**config.mk**
```make
export PLATFORM = sky130hd
export DESIGN_NAME = fpop_decoder
export DESIGN_NICKNAME = d
export VERILOG_FILES = /design/src/rtl/fpdec_pkg.sv /design/src/rtl/fpdec_opf_table.sv /design/src/rtl/fpdec_align_chk.sv /design/src/rtl/fpop_decoder.sv
export SDC_FILE = /design/constraint.sdc
export NUM_CORES = 1
export LEC_CHECK = 0
export ABC_CLOCK_PERIOD_IN_PS = 1100
export CAP_MARGIN = 40
export CORE_ASPECT_RATIO = 0.8
export CORE_MARGIN = 1
export CORE_UTILIZATION = 57
export CTS_CLUSTER_DIAMETER = 60
export DETAILED_ROUTE_END_ITERATION = 8
export DONT_BUFFER_PORTS = 1
export GPL_ROUTABILITY_DRIVEN = 0
export PLACE_DENSITY = 0.77
export SLEW_MARGIN = 10
export SYNTH_ARGS = -nofsm -noshare
export SYNTH_HDL_FRONTEND = slang
export SYNTH_HIERARCHICAL = 1
export SYNTH_SLANG_ARGS = --single-unit
```
**constraint.sdc**
```tcl
create_clock -name clk -period 1.1 [get_ports clk]
set_input_delay 0.055 -clock clk [delete_from_list [all_inputs] [get_ports clk]]
set_output_delay 0.055 -clock clk [all_outputs]
set_load 0.02 [all_outputs]
```
**src/rtl/fpdec_pkg.sv**
```systemverilog
package fpdec_pkg;

  localparam int IDX_W   = 5;
  localparam int OPF_W   = 9;
  localparam int OPF_LSB = 5;
  localparam int RS1_LSB = 14;
  localparam int RS2_LSB = 0;
  localparam int RD_LSB  = 25;

  localparam logic [31:0] FMT_MASK = 32'hC1F8_0000;
  localparam logic [31:0] FMT_GEN  = 32'h81A0_0000;
  localparam logic [31:0] FMT_CMP  = 32'h81A8_0000;

  localparam int NOPND    = 3;
  localparam int OPND_RS1 = 0;
  localparam int OPND_RS2 = 1;
  localparam int OPND_RD  = 2;

  typedef enum logic [1:0] {
    PREC_NONE = 2'd0,
    PREC_S    = 2'd1,
    PREC_D    = 2'd2,
    PREC_Q    = 2'd3
  } prec_e;

  typedef enum logic [3:0] {
    CLS_NONE = 4'd0,
    CLS_ADD  = 4'd1,
    CLS_SUB  = 4'd2,
    CLS_MUL  = 4'd3,
    CLS_DIV  = 4'd4,
    CLS_SQRT = 4'd5,
    CLS_MOV  = 4'd6,
    CLS_ABS  = 4'd7,
    CLS_NEG  = 4'd8,
    CLS_F2I  = 4'd9,
    CLS_I2F  = 4'd10,
    CLS_CVT  = 4'd11,
    CLS_CMP  = 4'd12,
    CLS_CMPE = 4'd13
  } op_class_e;

  typedef struct packed {
    logic                   known;
    op_class_e              cls;
    logic [NOPND-1:0][1:0]  prec;
    logic [NOPND-1:0]       unpack;
  } opinfo_t;

  // Build a table entry: class, then (precision, unpack) for rs1, rs2, rd.
  function automatic opinfo_t mk(op_class_e c,
                                 prec_e p1, logic u1,
                                 prec_e p2, logic u2,
                                 prec_e pd, logic ud);
    opinfo_t r;
    r.known          = 1'b1;
    r.cls            = c;
    r.prec[OPND_RS1] = p1;
    r.prec[OPND_RS2] = p2;
    r.prec[OPND_RD]  = pd;
    r.unpack         = '0;
    r.unpack[OPND_RS1] = u1;
    r.unpack[OPND_RS2] = u2;
    r.unpack[OPND_RD]  = ud;
    return r;
  endfunction

endpackage

```
**src/rtl/fpdec_opf_table.sv**
```systemverilog
module fpdec_opf_table
  import fpdec_pkg::*;
(
  input  logic             is_gen,
  input  logic             is_cmp,
  input  logic [OPF_W-1:0] opf,
  output opinfo_t          info
);

  always_comb begin
    info = '0;
    if (is_gen) begin
      case (opf)
        9'h041: info = mk(CLS_ADD,  PREC_S, 1'b1, PREC_S, 1'b1, PREC_S, 1'b1);
        9'h042: info = mk(CLS_ADD,  PREC_D, 1'b1, PREC_D, 1'b1, PREC_D, 1'b1);
        9'h043: info = mk(CLS_ADD,  PREC_Q, 1'b1, PREC_Q, 1'b1, PREC_Q, 1'b1);
        9'h045: info = mk(CLS_SUB,  PREC_S, 1'b1, PREC_S, 1'b1, PREC_S, 1'b1);
        9'h046: info = mk(CLS_SUB,  PREC_D, 1'b1, PREC_D, 1'b1, PREC_D, 1'b1);
        9'h047: info = mk(CLS_SUB,  PREC_Q, 1'b1, PREC_Q, 1'b1, PREC_Q, 1'b1);
        9'h049: info = mk(CLS_MUL,  PREC_S, 1'b1, PREC_S, 1'b1, PREC_S, 1'b1);
        9'h04A: info = mk(CLS_MUL,  PREC_D, 1'b1, PREC_D, 1'b1, PREC_D, 1'b1);
        9'h04B: info = mk(CLS_MUL,  PREC_Q, 1'b1, PREC_Q, 1'b1, PREC_Q, 1'b1);
        9'h04D: info = mk(CLS_DIV,  PREC_S, 1'b1, PREC_S, 1'b1, PREC_S, 1'b1);
        9'h04E: info = mk(CLS_DIV,  PREC_D, 1'b1, PREC_D, 1'b1, PREC_D, 1'b1);
        9'h04F: info = mk(CLS_DIV,  PREC_Q, 1'b1, PREC_Q, 1'b1, PREC_Q, 1'b1);
        9'h029: info = mk(CLS_SQRT, PREC_NONE, 1'b0, PREC_S, 1'b1, PREC_S, 1'b1);
        9'h02A: info = mk(CLS_SQRT, PREC_NONE, 1'b0, PREC_D, 1'b1, PREC_D, 1'b1);
        9'h02B: info = mk(CLS_SQRT, PREC_NONE, 1'b0, PREC_Q, 1'b1, PREC_Q, 1'b1);
        9'h069: info = mk(CLS_MUL,  PREC_S, 1'b1, PREC_S, 1'b1, PREC_D, 1'b1);
        9'h06E: info = mk(CLS_MUL,  PREC_D, 1'b1, PREC_D, 1'b1, PREC_Q, 1'b1);
        9'h001: info = mk(CLS_MOV,  PREC_NONE, 1'b0, PREC_S, 1'b0, PREC_S, 1'b0);
        9'h005: info = mk(CLS_NEG,  PREC_NONE, 1'b0, PREC_S, 1'b0, PREC_S, 1'b0);
        9'h009: info = mk(CLS_ABS,  PREC_NONE, 1'b0, PREC_S, 1'b0, PREC_S, 1'b0);
        9'h0C4: info = mk(CLS_I2F,  PREC_NONE, 1'b0, PREC_S, 1'b0, PREC_S, 1'b1);
        9'h0C8: info = mk(CLS_I2F,  PREC_NONE, 1'b0, PREC_S, 1'b0, PREC_D, 1'b1);
        9'h0CC: info = mk(CLS_I2F,  PREC_NONE, 1'b0, PREC_S, 1'b0, PREC_Q, 1'b1);
        9'h0D1: info = mk(CLS_F2I,  PREC_NONE, 1'b0, PREC_S, 1'b1, PREC_S, 1'b0);
        9'h0D2: info = mk(CLS_F2I,  PREC_NONE, 1'b0, PREC_D, 1'b1, PREC_S, 1'b0);
        9'h0D3: info = mk(CLS_F2I,  PREC_NONE, 1'b0, PREC_Q, 1'b1, PREC_S, 1'b0);
        9'h0C6: info = mk(CLS_CVT,  PREC_NONE, 1'b0, PREC_D, 1'b1, PREC_S, 1'b1);
        9'h0C7: info = mk(CLS_CVT,  PREC_NONE, 1'b0, PREC_Q, 1'b1, PREC_S, 1'b1);
        9'h0C9: info = mk(CLS_CVT,  PREC_NONE, 1'b0, PREC_S, 1'b1, PREC_D, 1'b1);
        9'h0CB: info = mk(CLS_CVT,  PREC_NONE, 1'b0, PREC_Q, 1'b1, PREC_D, 1'b1);
        9'h0CD: info = mk(CLS_CVT,  PREC_NONE, 1'b0, PREC_S, 1'b1, PREC_Q, 1'b1);
        9'h0CE: info = mk(CLS_CVT,  PREC_NONE, 1'b0, PREC_D, 1'b1, PREC_Q, 1'b1);
        default: info = '0;
      endcase
    end else if (is_cmp) begin
      case (opf)
        9'h051: info = mk(CLS_CMP,  PREC_S, 1'b1, PREC_S, 1'b1, PREC_NONE, 1'b0);
        9'h052: info = mk(CLS_CMP,  PREC_D, 1'b1, PREC_D, 1'b1, PREC_NONE, 1'b0);
        9'h053: info = mk(CLS_CMP,  PREC_Q, 1'b1, PREC_Q, 1'b1, PREC_NONE, 1'b0);
        9'h055: info = mk(CLS_CMPE, PREC_S, 1'b1, PREC_S, 1'b1, PREC_NONE, 1'b0);
        9'h056: info = mk(CLS_CMPE, PREC_D, 1'b1, PREC_D, 1'b1, PREC_NONE, 1'b0);
        9'h057: info = mk(CLS_CMPE, PREC_Q, 1'b1, PREC_Q, 1'b1, PREC_NONE, 1'b0);
        default: info = '0;
      endcase
    end
  end

  // A recognised entry always carries a real class; a compare never names a register destination.
  always_comb begin
    if (info.known) assert_known_class_R3: assert (info.cls != CLS_NONE);
    if (is_cmp && info.known) assert_cmp_no_rd_R7: assert (info.prec[OPND_RD] == PREC_NONE);
    if (!info.known) assert_unknown_blank_R9: assert (info.prec == '0 && info.unpack == '0);
  end

endmodule

```
**src/rtl/fpdec_align_chk.sv**
```systemverilog
module fpdec_align_chk
  import fpdec_pkg::*;
#(
  parameter int IDX_W_P = 5,
  parameter bit IS_DEST = 1'b0
) (
  input  logic [1:0]         prec,
  input  logic [IDX_W_P-1:0] idx,
  output logic               err
);

  always_comb begin
    case (prec_e'(prec))
      PREC_NONE: err = IS_DEST ? (idx != '0) : 1'b0;
      PREC_S:    err = 1'b0;
      PREC_D:    err = idx[0];
      PREC_Q:    err = (idx[1:0] != 2'b00);
      default:   err = 1'b0;
    endcase
  end

endmodule

```
**src/rtl/fpop_decoder.sv**
```systemverilog
module fpop_decoder
  import fpdec_pkg::*;
#(
  parameter int FSR_W      = 32,
  parameter int TT_LSB     = 14,
  parameter int TT_W       = 3,
  parameter int TT_REG_ERR = 6
) (
  input  logic             clk,
  input  logic             rst_n,
  input  logic             in_valid,
  output logic             in_ready,
  input  logic [31:0]      insn,
  input  logic [FSR_W-1:0] fsr_in,
  output logic             out_valid,
  input  logic             out_ready,
  output logic [3:0]       op_class,
  output logic             unknown,
  output logic             reg_err,
  output logic [1:0]       rs1_prec,
  output logic [1:0]       rs2_prec,
  output logic [1:0]       rd_prec,
  output logic             rs1_unpack,
  output logic             rs2_unpack,
  output logic             rd_unpack,
  output logic [IDX_W-1:0] rs1_idx,
  output logic [IDX_W-1:0] rs2_idx,
  output logic [IDX_W-1:0] rd_idx,
  output logic [FSR_W-1:0] fsr_out
);

  localparam int TT_MSB = TT_LSB + TT_W - 1;
  localparam logic [TT_W-1:0] TT_CODE = TT_W'(TT_REG_ERR);

  typedef struct packed {
    logic [3:0]                  cls;
    logic                        unk;
    logic                        err;
    logic [NOPND-1:0][1:0]       prec;
    logic [NOPND-1:0]            unpack;
    logic [NOPND-1:0][IDX_W-1:0] idx;
    logic [FSR_W-1:0]            fsr;
  } result_t;

  // Format match and field extraction.
  logic                        is_gen, is_cmp;
  logic [OPF_W-1:0]            opf;
  logic [NOPND-1:0][IDX_W-1:0] idx_v;

  assign is_gen = ((insn & FMT_MASK) == FMT_GEN);
  assign is_cmp = ((insn & FMT_MASK) == FMT_CMP);
  assign opf    = insn[OPF_LSB +: OPF_W];
  assign idx_v[OPND_RS1] = insn[RS1_LSB +: IDX_W];
  assign idx_v[OPND_RS2] = insn[RS2_LSB +: IDX_W];
  assign idx_v[OPND_RD]  = insn[RD_LSB  +: IDX_W];

  opinfo_t info;

  fpdec_opf_table u_table (
    .is_gen (is_gen),
    .is_cmp (is_cmp),
    .opf    (opf),
    .info   (info)
  );

  // One alignment checker per operand slot; the destination slot also enforces a zero field when it is absent.
  logic [NOPND-1:0] err_v;

  for (genvar g = 0; g < NOPND; g++) begin : g_opnd
    fpdec_align_chk #(
      .IDX_W_P (IDX_W),
      .IS_DEST (g == OPND_RD)
    ) u_chk (
      .prec (info.prec[g]),
      .idx  (idx_v[g]),
      .err  (err_v[g])
    );
  end

  logic             viol;
  logic [FSR_W-1:0] fsr_d;

  assign viol = info.known & (|err_v);

  always_comb begin
    fsr_d = fsr_in;
    if (info.known) fsr_d[TT_MSB:TT_LSB] = viol ? TT_CODE : '0;
  end

  result_t res_d, res_q;

  always_comb begin
    res_d.cls    = info.cls;
    res_d.unk    = ~info.known;
    res_d.err    = viol;
    res_d.prec   = info.prec;
    res_d.unpack = info.unpack;
    res_d.idx    = idx_v;
    res_d.fsr    = fsr_d;
  end

  // Output stage: single register slot with back-pressure.
  logic vld_q, load;

  assign in_ready = ~vld_q | out_ready;
  assign load     = in_valid & in_ready;

  always_ff @(posedge clk or negedge rst_n) begin
    if (!rst_n) begin
      vld_q <= 1'b0;
      res_q <= '0;
    end else begin
      if (load) begin
        vld_q <= 1'b1;
        res_q <= res_d;
      end else if (out_ready) begin
        vld_q <= 1'b0;
      end
    end
  end

  assign out_valid  = vld_q;
  assign op_class   = res_q.cls;
  assign unknown    = res_q.unk;
  assign reg_err    = res_q.err;
  assign rs1_prec   = res_q.prec[OPND_RS1];
  assign rs2_prec   = res_q.prec[OPND_RS2];
  assign rd_prec    = res_q.prec[OPND_RD];
  assign rs1_unpack = res_q.unpack[OPND_RS1];
  assign rs2_unpack = res_q.unpack[OPND_RS2];
  assign rd_unpack  = res_q.unpack[OPND_RD];
  assign rs1_idx    = res_q.idx[OPND_RS1];
  assign rs2_idx    = res_q.idx[OPND_RS2];
  assign rd_idx     = res_q.idx[OPND_RD];
  assign fsr_out    = res_q.fsr;

  // Stalled result must not move.
  assert_hold_stable_R10: assert property (@(posedge clk) disable iff (!rst_n)
    (out_valid && !out_ready) |=> (out_valid && $stable(res_q)));

  // Accepted transfer appears on the next cycle.
  assert_accept_shows_R10: assert property (@(posedge clk) disable iff (!rst_n)
    (in_valid && in_ready) |=> out_valid);

  // Unrecognised result is blank.
  assert_unknown_quiet_R9: assert property (@(posedge clk) disable iff (!rst_n)
    (out_valid && unknown) |-> (op_class == 4'd0 && !reg_err &&
                                rs1_prec == 2'd0 && rs2_prec == 2'd0 && rd_prec == 2'd0));

  // Trap-type field of a recognised result follows the violation flag.
  assert_trap_field_R8: assert property (@(posedge clk) disable iff (!rst_n)
    (out_valid && !unknown) |-> (fsr_out[TT_MSB:TT_LSB] == (reg_err ? TT_CODE : '0)));

endmodule

```
**Word-level counts from Yosys, hierarchy flattened**

Index checks and enable logic that the tools add are counted.

- Register bits after elaboration: 63

- Bitwise operators: 5
- Reduce and logical (&&, ||, !) cells: 11
- Eq/ne operators: 49
- Muxes and demuxes: 11

Operators with widths:

| cell | count |
|---|---|
| 14-bit case mux with 32 select lines | 1 |
| 9-bit by 7-bit equality test with 1-bit output, second input constant | 20 |
| 9-bit by 8-bit equality test with 1-bit output, second input constant | 12 |
| 14-bit case mux with 6 select lines | 1 |
| 14-bit two-way mux | 2 |
| 9-bit by 6-bit equality test with 1-bit output, second input constant | 3 |
| 8-bit equality test, second input constant | 2 |
| 2-bit equality test, second input constant | 6 |
| 9-bit by 1-bit equality test with 1-bit output, second input constant | 1 |
| 9-bit by 3-bit equality test with 1-bit output, second input constant | 1 |
| 9-bit by 4-bit equality test with 1-bit output, second input constant | 1 |
| 2-bit nonzero test | 4 |
| 2-bit by 1-bit equality test with 1-bit output, second input constant | 3 |
| 2-bit zero test | 3 |
| 3-bit two-way mux | 2 |
| 1-bit case mux with 3 select lines | 2 |
| 5-bit nonzero test | 1 |
| 1-bit case mux with 4 select lines | 1 |
| 2-bit OR reduction | 2 |
| 3-bit OR reduction | 1 |
| 1-bit AND | 2 |
| 1-bit two-way mux | 2 |
| 1-bit inverter | 2 |
| 1-bit OR | 1 |

**Longest topological paths before layout**

- Depth after elaboration: 11
- Depth in mapped cells: 13
- Depth with buffers taken out: 12

**Hierarchy**

Netlist, hierarchy kept.

Modules (own cells, without submodules):

| module | cells each | area an instance (µm²) | instances |
|---|---|---|---|
| fpop_decoder | 148 | 2657.5 | 1 |
| fpdec_opf_table | 147 | 904.6 | 1 |
| fpdec_align_chk at g_opnd[2].u_chk | 5 | 40.0 | 1 |
| fpdec_align_chk at g_opnd[0].u_chk ... | 2 | 11.3 | 2 |

**Worst setup path before layout**

Ideal clock, no wire load.

- Kind: input -> register
- Start point: in insn[9]
- End point: reg res_q, in the netlist fsr_out[15]
- Data arrival time: 2.643 ns
- Data required time: 0.975 ns
- Slack: -1.668 ns
- Library setup time: 0.125 ns
- Stages on the path: 12
- Path through: buf_4 -> or4b_4 -> or3_4 -> a32oi_4 -> o41ai_4 -> nor2_1 -> inv_1 -> a211oi_2 -> a221oi_2 -> o31ai_1 -> o21ai_0 -> mux2_4

RTL lines:

| what | line | text |
|---|---|---|
| start, declared | fpop_decoder.sv:13 | `input logic [31:0] insn,` |
| end signal, assigned | fpop_decoder.sv:115 | `res_q <= res_d;` |
| end, declared | fpop_decoder.sv:90 | `result_t res_d, res_q;` |

==> metrics.md <==
| Metric | Value |
|---|---|
| Outcome | complete, but fails checks |
| Failing checks | negative hold slack, negative setup slack |
| CTS sink count | 63 |
| Synthesized cell area | 3620 µm² |
| Via count | 3620 |
| Ys flop type | dfrtp_1 |
| Final hold violation count | 63 |
| CTS tree | done |
| Setup violators final | 64 |
| I/O Buffers | 0 |
| CTS H-tree lvls | 3 |
| Area of the die | 6680 µm² |
| Cells after DPL | 431 |
| Synth Warn # | 6 |
| Crit Reg-Reg Startpoint | out_valid |
| Starting Density | 0.604 |
| Chip width | 91.2 µm |
| Die outline height | 73.3 µm |
| Sequential fraction of the synthesis area | 0.435 |
| Max-cap check violation count | 0 |
| HP Class | primary input to async pin |
| Slew Limit Headroom | 0.700 |
| Critical Path Source | insn[8] |
| Largest net degree at the start of global routing | 64 |
| PD cells | 1160 nW/µm² |
| Non-filler cells, final | 530 |
| Worst-Margin Slew | 0.444 ns |
| Critical Path RT | 1.33 ns |
| CP delay by family, top | buffers and inverters |
| CP arrival | 2.65 ns |
| DRT Pass-1 Iters | 7 |
| FF-to-FF End | fsr_out[6] |
| Clk Tree Root Cell | clkbuf_8 |
| Synth-to-Final Area Change | 49.1% |
| Rows | 25 |
| Most frequent cells in the layout | buf_4 (73), dfrtp_1 (62), mux2_4 (60) |
| Worst path depth | 16 |
| Syn nets | 372 |
| Crit end category | register |
| Setup crit start kind | primary input |
| Max Buffers Root-to-Sink | 2 |
| Critical setup path kind | primary input to register |
| Dpl ws | -1.48 ns |
| FF+latch area | 1580 µm² |
| Post-synth ARST share | 1.00 |
| Antenna viol nets, final | 0 |
| Initial antenna violation count | 1 |
| Static Leak | 2.51 nW |
| Fmax | 0.414 GHz |
| TritonCTS Buffers | 9 |
| Mapped Cells | 304 |
| Synth area leaders | dfrtp_1 (43%), mux2_4 (24%), nand2_1 (2.0%), a21oi_1 (1.9%), buf_6 (1.9%) |
| Critical path's most frequent cell | buf_4 |
| First-pass GRT wire length | 18800 µm |
| Post-DR vias/cell | 6.83 |
| Fin crit period | 2.42 ns |
| CP peak stage delay | 0.47 ns |
| Layout cells sized above 1 | 0.488 |
| Worst Path Buf+Inv | 10 |
| Final HPWL DP | 6830 µm |
| Final WS setup | -1.32 ns |
| Crit path to | rd_prec[1] |
| Register-to-Register Path Depth | 5 |
| Post-Route WL | 14500 µm |
| Gr usage total | 0.384 |
| Count of state elements after synthesis | 63 |
| Fillcell total | 232 |
| Critical Path Slowest Stage Cell | o41ai_4 |
| Nets | 512 |
| I/O pin count | 132 |
| DRC violations left | 0 |
| Yosys top cell area share | 0.435 |
| Area leader, netlist | dfrtp_1 |
| CTS clk-pin slew, worst paths | 0.09 ns |
| Unrepaired setup endpoints after global routing | true |
| 1st-iter DRT viols | 466 |
| Worst-path fanout max | 16 |
| Peak VDD IR | 1.10 mV |
| Final Max Tran Viols | 0 |
| GR Overflow Total | 0 |
| Hold slack | -0.619 ns |
| Later-pin clock latency in the skew report | 0.35 ns |
| Number of flops mapped to enable cells by yosys | 0 |
| WL/cell | 27.4 µm |
| Commonest non-fill, non-tap cell in the layout | buf_4 |
| Area of the multi-input gates | 2090 µm² |
| Core area | 6010 µm² |
| Mapped Avg Cell Area | 11.9 µm² |
| Clk_skew | 0.0102 ns |
| Antenna diode count | 0 |
| Number of global-route vias before repair | 3446 |
| Netlist cell types | 57 |
| Tcrit/Tclk final | 2.20 |
| Reg-to-reg setup timing slack | -0.31 ns |
| Worst-path cell chain | or3b_1, nor4_4, a31o_1, o41ai_4, nor2_2, buf_4, buf_4, buf_4, buf_4, buf_4, buf_4, buf_4, buf_4, buf_4, buf_4, mux2_4 |
==> layout make-up <==
type,count,area share
tap,81,0.0188
inverter,12,0.00834
timing repair buffer,147,0.262
multi-input combinational,211,0.388
clock buffer,9,0.0229
sequential,63,0.292
clock inverter,7,0.00880
==> stage by stage <==
step           hold slack [ns]  utilization  cell area [µm²]  setup TNS (ns)  power [mW]
4_1_cts                 -0.607        0.865             5200          -20.74        6.00
3_5_place_dp            -0.239        0.702             4210          -21.92        4.04
5_1_grt                 -0.632        0.900             5400          -27.67        6.42
6_report                -0.619        0.900             5400          -27.20        6.24
3_3_place_gp            -0.239        0.702             4210          -19.51        3.98
2_1_floorplan           -0.241            -             3770          -20.81        3.84
==> power breakdown <==
group	internal [mW]	switching [mW]
sequential	2.57	0.522
clock	0.816	1.04
combinational	0.793	0.500
==> flip-flops by register name, summed over array words and instances (netlist names), 2 cells and up <==
name,cells
rs1_prec,2
rs2_prec,2
fsr_out,32
rd_prec,2
rs1_idx,5
rs2_idx,5
op_class,4
rd_idx,5
==> logic make-up after synthesis <==
family | share of synthesized area
mux | 0.255
xor+xnor | 0.0121
compound gates | 0.115
simple gates | 0.138
flops | 0.435
buf+inv | 0.0452
==> per-layer routing <==
layer  wire length [µm]  GRT usage
met5                 14          0
met1               4630      0.439
met2               6500      0.656
met4               1370      0.215
met3               2010      0.116
==> synthesized netlist by cell type, types with 2 or more instances <==
master      n
or3_1       4
clkbuf_1    8
inv_1      11
o31ai_1     3
nand3_1     7
nor4b_2     2
nor2_1     17
mux2_2      2
mux2i_1     3
nor4bb_1    2
o2111ai_1   2
a21oi_1    14
mux2_4     58
nand2_1    19
nand2b_1    5
o21ai_1     4
buf_6       6
xor2_1      3
nor2b_1     6
o21ai_0    11
or4_1       2
nor4_1      3
buf_2       2
a31oi_1     4
and3_1      2
o22ai_1     2
xnor2_1     2
nor3_1      9
dfrtp_1    63
==> worst min-delay path by stage <==
stage | start | endpoint | slack (ns) | cells after the start
finish | rst_n | fsr_out[4] | -0.62 | 0
global placement | rst_n | fsr_out[13] | -0.24 | 0
CTS | rst_n | rs1_idx[0] | -0.61 | 0
floorplan | rst_n | fsr_out[0] | -0.24 | 0
global route | rst_n | fsr_out[17] | -0.63 | 0
detailed placement | rst_n | fsr_out[17] | -0.24 | 0
==> repair_timing <==
action | CTS | global route
endpoints found under the hold margin | 109 | 64
resized for setup | 32 | 29
buffers inserted | 26 | 16
setup endpoints to repair | 63 | 64
cloned | 2 | 1
hold buffers | 45 | 1
pin swaps | 10 | 14
No activity file was read; power rests on OpenSTA's default activity.
